--- src/rtl/pk_pkg.sv ---
package pk_pkg;
  // code widths seen at the configuration inputs
  localparam int unsigned DEB_CODE_W = 4;
  localparam int unsigned LP_CODE_W  = 8;

  // classifier state for one accepted press
  typedef struct packed {
    logic held;       // a press is in progress
    logic long_done;  // the long event already fired for this press
  } press_st_t;
endpackage

--- src/rtl/pk_sync.sv ---
module pk_sync #(
  parameter int unsigned STAGES   = 2,
  parameter logic        RST_LVL  = 1'b1
) (
  input  logic clk,
  input  logic rst,
  input  logic d_async,
  output logic q_sync
);
  logic [STAGES-1:0] chain_q;

  always_ff @(posedge clk) begin
    if (rst) chain_q <= {STAGES{RST_LVL}};
    else     chain_q <= {chain_q[STAGES-2:0], d_async};
  end

  assign q_sync = chain_q[STAGES-1];
endmodule

--- src/rtl/pk_debounce.sv ---
module pk_debounce
  import pk_pkg::*;
#(
  parameter int unsigned STEP_TICKS = 5
) (
  input  logic                  clk,
  input  logic                  rst,
  input  logic                  lvl_in,
  input  logic                  tick,
  input  logic                  deb_en,
  input  logic [DEB_CODE_W-1:0] deb_code,
  output logic                  lvl_out
);
  localparam int unsigned MAX_TICKS = STEP_TICKS * (1 << DEB_CODE_W);
  localparam int unsigned CW        = $clog2(MAX_TICKS + 1);

  logic [CW-1:0] cnt_q;
  logic [CW-1:0] lim;

  assign lim = (CW'(deb_code) + CW'(1)) * CW'(STEP_TICKS);

  always_ff @(posedge clk) begin
    if (rst) begin
      lvl_out <= 1'b0;
      cnt_q   <= '0;
    end else if (!deb_en) begin
      lvl_out <= lvl_in;
      cnt_q   <= '0;
    end else if (lvl_in == lvl_out) begin
      cnt_q   <= '0;
    end else if (tick) begin
      if (cnt_q == lim - CW'(1)) begin
        lvl_out <= lvl_in;
        cnt_q   <= '0;
      end else begin
        cnt_q   <= cnt_q + CW'(1);
      end
    end
  end

  AST_DEB_TICK_ONLY: assert property (@(posedge clk) disable iff (rst)
    (deb_en && !tick) |=> $stable(lvl_out));
endmodule

--- src/rtl/pk_classify.sv ---
module pk_classify
  import pk_pkg::*;
#(
  parameter int unsigned STEP_TICKS = 100
) (
  input  logic                 clk,
  input  logic                 rst,
  input  logic                 pressed,
  input  logic                 tick,
  input  logic                 func_en,
  input  logic [LP_CODE_W-1:0] lp_code,
  input  logic                 wake_wait,
  input  logic                 clr_wr,
  input  logic                 clr_data,
  output logic                 short_flag,
  output logic                 long_pulse,
  output logic                 wake_pulse
);
  localparam int unsigned MAX_TICKS = STEP_TICKS * (1 << LP_CODE_W);
  localparam int unsigned CW        = $clog2(MAX_TICKS + 1);

  press_st_t     st_q;
  logic          prev_q;
  logic [CW-1:0] cnt_q;
  logic [CW-1:0] lim;
  logic          press_edge;
  logic          release_ev;
  logic          set_short;

  assign lim        = (CW'(lp_code) + CW'(1)) * CW'(STEP_TICKS);
  assign press_edge = func_en && pressed && !prev_q;
  assign release_ev = func_en && st_q.held && !pressed;
  assign set_short  = release_ev && !st_q.long_done;

  always_ff @(posedge clk) begin
    if (rst) begin
      st_q       <= '0;
      prev_q     <= 1'b0;
      cnt_q      <= '0;
      long_pulse <= 1'b0;
      wake_pulse <= 1'b0;
    end else begin
      prev_q     <= pressed;
      long_pulse <= 1'b0;
      wake_pulse <= 1'b0;
      if (!func_en) begin
        st_q  <= '0;
        cnt_q <= '0;
      end else if (press_edge) begin
        st_q.held      <= 1'b1;
        st_q.long_done <= 1'b0;
        cnt_q          <= '0;
        wake_pulse     <= wake_wait;
      end else if (release_ev) begin
        st_q.held      <= 1'b0;
      end else if (st_q.held && tick && !st_q.long_done) begin
        if (cnt_q == lim - CW'(1)) begin
          long_pulse     <= 1'b1;
          st_q.long_done <= 1'b1;
        end else begin
          cnt_q <= cnt_q + CW'(1);
        end
      end
    end
  end

  always_ff @(posedge clk) begin
    if (rst)                      short_flag <= 1'b0;
    else if (set_short)           short_flag <= 1'b1;
    else if (clr_wr && clr_data)  short_flag <= 1'b0;
  end

  AST_LONG_SINGLE: assert property (@(posedge clk) disable iff (rst)
    long_pulse |=> !long_pulse);
  AST_WAKE_SINGLE: assert property (@(posedge clk) disable iff (rst)
    wake_pulse |=> !wake_pulse);
  AST_OFF_QUIET: assert property (@(posedge clk) disable iff (rst)
    !func_en |=> (!long_pulse && !wake_pulse));
  AST_FLAG_STICKY: assert property (@(posedge clk) disable iff (rst)
    (short_flag && !clr_wr) |=> short_flag);
  AST_FLAG_CLEAR: assert property (@(posedge clk) disable iff (rst)
    (clr_wr && clr_data && !func_en) |=> !short_flag);
endmodule

--- src/rtl/pwrkey_classifier.sv ---
module pwrkey_classifier
  import pk_pkg::*;
#(
  parameter int unsigned SYNC_STAGES = 2,
  parameter int unsigned DEB_STEP    = 5,
  parameter int unsigned LP_STEP     = 100
) (
  input  logic       clk,
  input  logic       rst,
  input  logic       btn_n_raw,
  input  logic       ms_tick,
  input  logic       func_en,
  input  logic       deb_en,
  input  logic [3:0] deb_code,
  input  logic [7:0] lp_code,
  input  logic       wake_wait,
  input  logic       clr_wr,
  input  logic       clr_data,
  output logic       short_flag,
  output logic       long_pulse,
  output logic       wake_pulse
);
  logic btn_n_sync;
  logic pressed;

  pk_sync #(.STAGES(SYNC_STAGES), .RST_LVL(1'b1)) sync_i (
    .clk(clk), .rst(rst), .d_async(btn_n_raw), .q_sync(btn_n_sync)
  );

  pk_debounce #(.STEP_TICKS(DEB_STEP)) deb_i (
    .clk(clk), .rst(rst), .lvl_in(!btn_n_sync), .tick(ms_tick),
    .deb_en(deb_en), .deb_code(deb_code), .lvl_out(pressed)
  );

  pk_classify #(.STEP_TICKS(LP_STEP)) cls_i (
    .clk(clk), .rst(rst), .pressed(pressed), .tick(ms_tick),
    .func_en(func_en), .lp_code(lp_code), .wake_wait(wake_wait),
    .clr_wr(clr_wr), .clr_data(clr_data), .short_flag(short_flag),
    .long_pulse(long_pulse), .wake_pulse(wake_pulse)
  );
endmodule

--- config.mk ---
export PLATFORM = sky130hd
export DESIGN_NAME = pwrkey_classifier
export DESIGN_NICKNAME = d
export VERILOG_FILES = /design/src/rtl/pk_pkg.sv /design/src/rtl/pk_sync.sv /design/src/rtl/pk_debounce.sv /design/src/rtl/pk_classify.sv /design/src/rtl/pwrkey_classifier.sv
export SDC_FILE = /design/constraint.sdc
export NUM_CORES = 1
export LEC_CHECK = 0
export BUFFER_PORTS_ARGS = -buffer_cell sky130_fd_sc_hd__buf_2
export CAP_MARGIN = 20
export CORE_MARGIN = 10
export CORE_UTILIZATION = 35
export DETAILED_ROUTE_END_ITERATION = 10
export GPL_ROUTABILITY_DRIVEN = 0
export HOLD_SLACK_MARGIN = 0.1
export SYNTH_ARGS = -nofsm -noshare
export SYNTH_HDL_FRONTEND = slang
export SYNTH_SLANG_ARGS = --single-unit
--- constraint.sdc ---
create_clock -name clk -period 13.3 [get_ports clk]
set_input_delay 0.665 -clock clk [delete_from_list [all_inputs] [get_ports clk]]
set_output_delay 0.665 -clock clk [all_outputs]
set_load 0.02 [all_outputs]
==> summary.txt <==
================================================================================
Sinks on the clock net                                                        31
Floorplan row count                                                           34
Clock period minus final worst setup slack                               5.47 ns
Worst Hold Path Cells                                                          1
Status                                                              finished, final reports clean
CTS tree                                                                   built
CP max-delay cell                                                   sky130_fd_sc_hd__fa_1
Post-cts sizing count                                                          0
Post-Syn Instances                                                           363
Ports                                                                         24
Peak VDD IR                                                            0.0526 mV
PortBufs                                                                      23
Clock latency reported for the late side of the worst-skew pair          0.28 ns
Sequential share of the synthesized area                                   20.0%
Worst-path clk slew                                                      0.06 ns
Worst flop-to-flop path startpoint                                  cls_i.cnt_q[0]$_SDFFE_PP0P_
Commonest cells after routing, fill and taps aside                  sky130_fd_sc_hd__ha_1 (36), sky130_fd_sc_hd__xnor2_1 (35), sky130_fd_sc_hd__inv_1 (32)
Met3 Usage GRT                                                             2.10%
Area of the placeable core                                             8680 um^2
Number of global-route vias before repair                                   2513
Max-slew violation total from the final report                                 0
Destination of the worst hold path                                  sync_i.chain_q[1]$_SDFF_PP1_
Critical Setup Path Class                                           primary input to flip-flop
Crit path launch type                                               primary input
Number of detailed-routing iterations run before antenna repair                4
Data required time at the worst endpoint                                13.50 ns
Vias                                                                        2522
GRT met1 Usage                                                             12.5%
Synthesized area per cell                                              8.53 um^2
Die span in x                                                             114 um
Maximum clock rate                                                       183 MHz
Number of antenna violations at the first check in global routing              0
Vertical extent of the die                                                114 um
Share of layout cells above drive strength 1                               11.3%
Power per unit of standard cell area                                 103 nW/um^2
H-Tree Level Count                                                             2
Max-cap violation count                                                        0
Number of buffers added by the clock tree synthesis step                       5
Worst rel slew slack                                                       63.1%
Most common library cell in the layout ignoring fill and taps       sky130_fd_sc_hd__ha_1
Final design area excluding fillers                                    3370 um^2
Final setup violating endpoints                                                0
GRT Util Overall                                                           9.90%
Maximum buffer depth of the clock tree                                         2
Async set or reset register ratio after synthesis                             0%
Maximum fanout along the worst path                                           24
Final net count                                                              444
CTS Root Cell                                                       sky130_fd_sc_hd__clkbuf_8
Die outline area                                                      13000 um^2
Synth unique cells                                                            57
Iter 0 DRT Violations                                                        166
Via density                                                                 5.15
Hold bufs inserted after CTS                                                   0
Area grow syn2layout                                                       8.85%
Category of the worst setup path capture point                         flip-flop
Tightest Pin Transition                                                 0.552 ns
Delay of the slowest cell on the worst path                              0.54 ns
Global routing usage on met2                                               16.5%
Yosys warning total                                                            0
Post-synthesis sequential element count                                       31
CP Data Arrival Time                                                     5.67 ns
Capture point of the worst reg-to-reg path                          cls_i.cnt_q[13]$_SDFFE_PP0P_
List of cells traversed by the critical path                        buf_2, ha_1, nand3_1, xnor2_1, ha_1, ha_1, inv_1, fa_1, inv_1, ha_1, a21o_1, a21oi_1, a21boi_0, o22ai_1, xnor3_1, a22oi_1, nor4_4, buf_8, or4_1, a21oi_1
DP Area                                                                3270 um^2
Number of nets produced by synthesis                                         426
Most used DFF post-synth                                            sky130_fd_sc_hd__dfxtp_1
GRT busiest layer                                                           met2
Clk_skew                                                              0.00483 ns
Worst min-delay path class                                          flip-flop to flip-flop
Netlist area before placement                                          3100 um^2
Unrepaired setup endpoints after global routing                            false
Initial core utilization                                                   35.7%
Flop-to-flop setup slack                                                10.49 ns
Final period utilization                                                   41.1%
Hold Vio Cnt, Final                                                            0
Largest net degree at the start of global routing                             31
Number of synthesized flops with an enable pin                                 0
WP buf/inv                                                                     4
Final wirelength                                                         6.34 mm
Post-route antenna net violation count                                         0
Family with the most delay on the worst path                         adder cells
Post-detailed-route DRC marker count                                           0
Reg area                                                                621 um^2
First-pass GRT wire length                                               11.0 mm
Lkg Pwr                                                                  1.40 nW
Worst Reg-to-Reg Cells                                                         8
Aggregate global routing overflow                                              0
Hold Startpoint                                                     sync_i.chain_q[0]$_SDFF_PP1_
Antenna Cells                                                                  0
Multi-input combinational cell area                                    2280 um^2
Detail-routed net length per standard cell                               12.9 um
Setup repair bufs after CTS                                                    0
Final total negative setup slack                                            0 ns
HPWL after detailed placement                                            5.11 mm
Filler cell count in the final layout                                        931
Worst Hold Slack                                                        0.412 ns
Most prevalent standard cell on the critical path                   sky130_fd_sc_hd__ha_1
================================================================================
## metrics by stage
stage	total power, mW	std cells	utilization [%]	worst slack (ns)
after floorplan	0.250	363	-	8.30
after global placement	0.278	481	37.7	7.31
after detailed placement	0.281	481	37.7	7.22
after CTS	0.353	489	38.7	7.51
after global routing	0.380	490	38.8	7.49
final	0.348	490	38.8	7.83
## cell usage after synthesis, types with 4 or more instances
library cell / count / area share, %
sky130_fd_sc_hd__nor3_1: 7 / 1.1
sky130_fd_sc_hd__a21oi_1: 23 / 3.7
sky130_fd_sc_hd__xnor2_1: 35 / 9.9
sky130_fd_sc_hd__nand2b_1: 4 / 0.81
sky130_fd_sc_hd__nand4_1: 8 / 1.6
sky130_fd_sc_hd__nand2_1: 22 / 2.7
sky130_fd_sc_hd__ha_1: 36 / 15
sky130_fd_sc_hd__clkbuf_1: 7 / 0.85
sky130_fd_sc_hd__a21o_1: 4 / 0.97
sky130_fd_sc_hd__nor2b_1: 4 / 0.81
sky130_fd_sc_hd__or4_1: 11 / 2.7
sky130_fd_sc_hd__nor2_1: 14 / 1.7
sky130_fd_sc_hd__o31ai_1: 8 / 1.9
sky130_fd_sc_hd__inv_1: 32 / 3.9
sky130_fd_sc_hd__or3_1: 5 / 1.0
sky130_fd_sc_hd__nand3b_1: 6 / 1.5
sky130_fd_sc_hd__xor2_1: 19 / 5.4
sky130_fd_sc_hd__fa_1: 6 / 3.9
sky130_fd_sc_hd__nand3_1: 11 / 1.8
sky130_fd_sc_hd__dfxtp_1: 31 / 20
sky130_fd_sc_hd__o211ai_1: 6 / 1.5
sky130_fd_sc_hd__and3_1: 7 / 1.4
## sequential cells by signal (all words and copies together), names as in the netlist
| name | cells |
|---|---|
| cls_i.st_q | 2 |
| cls_i.prev_q | 1 |
| cls_i.cnt_q | 15 |
| cls_i.long_pulse | 1 |
| cls_i.short_flag | 1 |
| cls_i.wake_pulse | 1 |
| deb_i.lvl_out | 1 |
| sync_i.chain_q | 2 |
| deb_i.cnt_q | 7 |
## report_power, final
part / switching, mW / internal [mW]
Sequential: 0.000607 / 0.0937
Combinational: 0.0963 / 0.0876
Clock: 0.0345 / 0.0357
Total: 0.131 / 0.217
## cell families (layout without fill, tap and decap cells)
kind of cell             after synthesis  in the layout  share of synthesized area [%]
AND/OR/NAND/NOR                      120            120                           23.0
AO/OA/AOI/OAI                         64             64                           13.7
XOR/XNOR                              57             57                           17.5
buffers and inverters                 46             65                           6.43
adder cells (fa/ha/maj)               42             42                           18.4
flip-flops                            31             31                           20.0
multiplexers                           3              3                          0.970
## worst max-delay path by stage
stage,depth (start not counted),slack (ns),from,end
floorplan,20,8.30,lp_code[2],cls_i.cnt_q[10]$_SDFFE_PP0P_
global placement,19,7.31,lp_code[0],cls_i.cnt_q[5]$_SDFFE_PP0P_
detailed placement,19,7.22,lp_code[0],cls_i.cnt_q[11]$_SDFFE_PP0P_
CTS,19,7.51,lp_code[0],cls_i.cnt_q[11]$_SDFFE_PP0P_
global route,20,7.49,lp_code[0],cls_i.cnt_q[11]$_SDFFE_PP0P_
finish,20,7.83,lp_code[0],cls_i.cnt_q[11]$_SDFFE_PP0P_
## routing by layer
| metal | wire length [um] | up-vias |
|---|---|---|
| li1 | - | 1322 |
| met2 | 3010 | 26 |
| met3 | 197 | 4 |
| met1 | 3080 | 1170 |
| met5 | 0 | - |
| met4 | 55 | 0 |
## layout make-up
| class | count | area share, % |
|---|---|---|
| Timing Repair Buffer | 24 | 3.86 |
| Tap cell | 108 | 4.01 |
| Sequential cell | 31 | 18.4 |
| Clock inverter | 3 | 0.446 |
| Inverter | 33 | 3.68 |
| Clock buffer | 5 | 2.04 |
| Multi-Input combinational cell | 286 | 67.5 |
No activity file was read; power rests on OpenSTA's default activity.
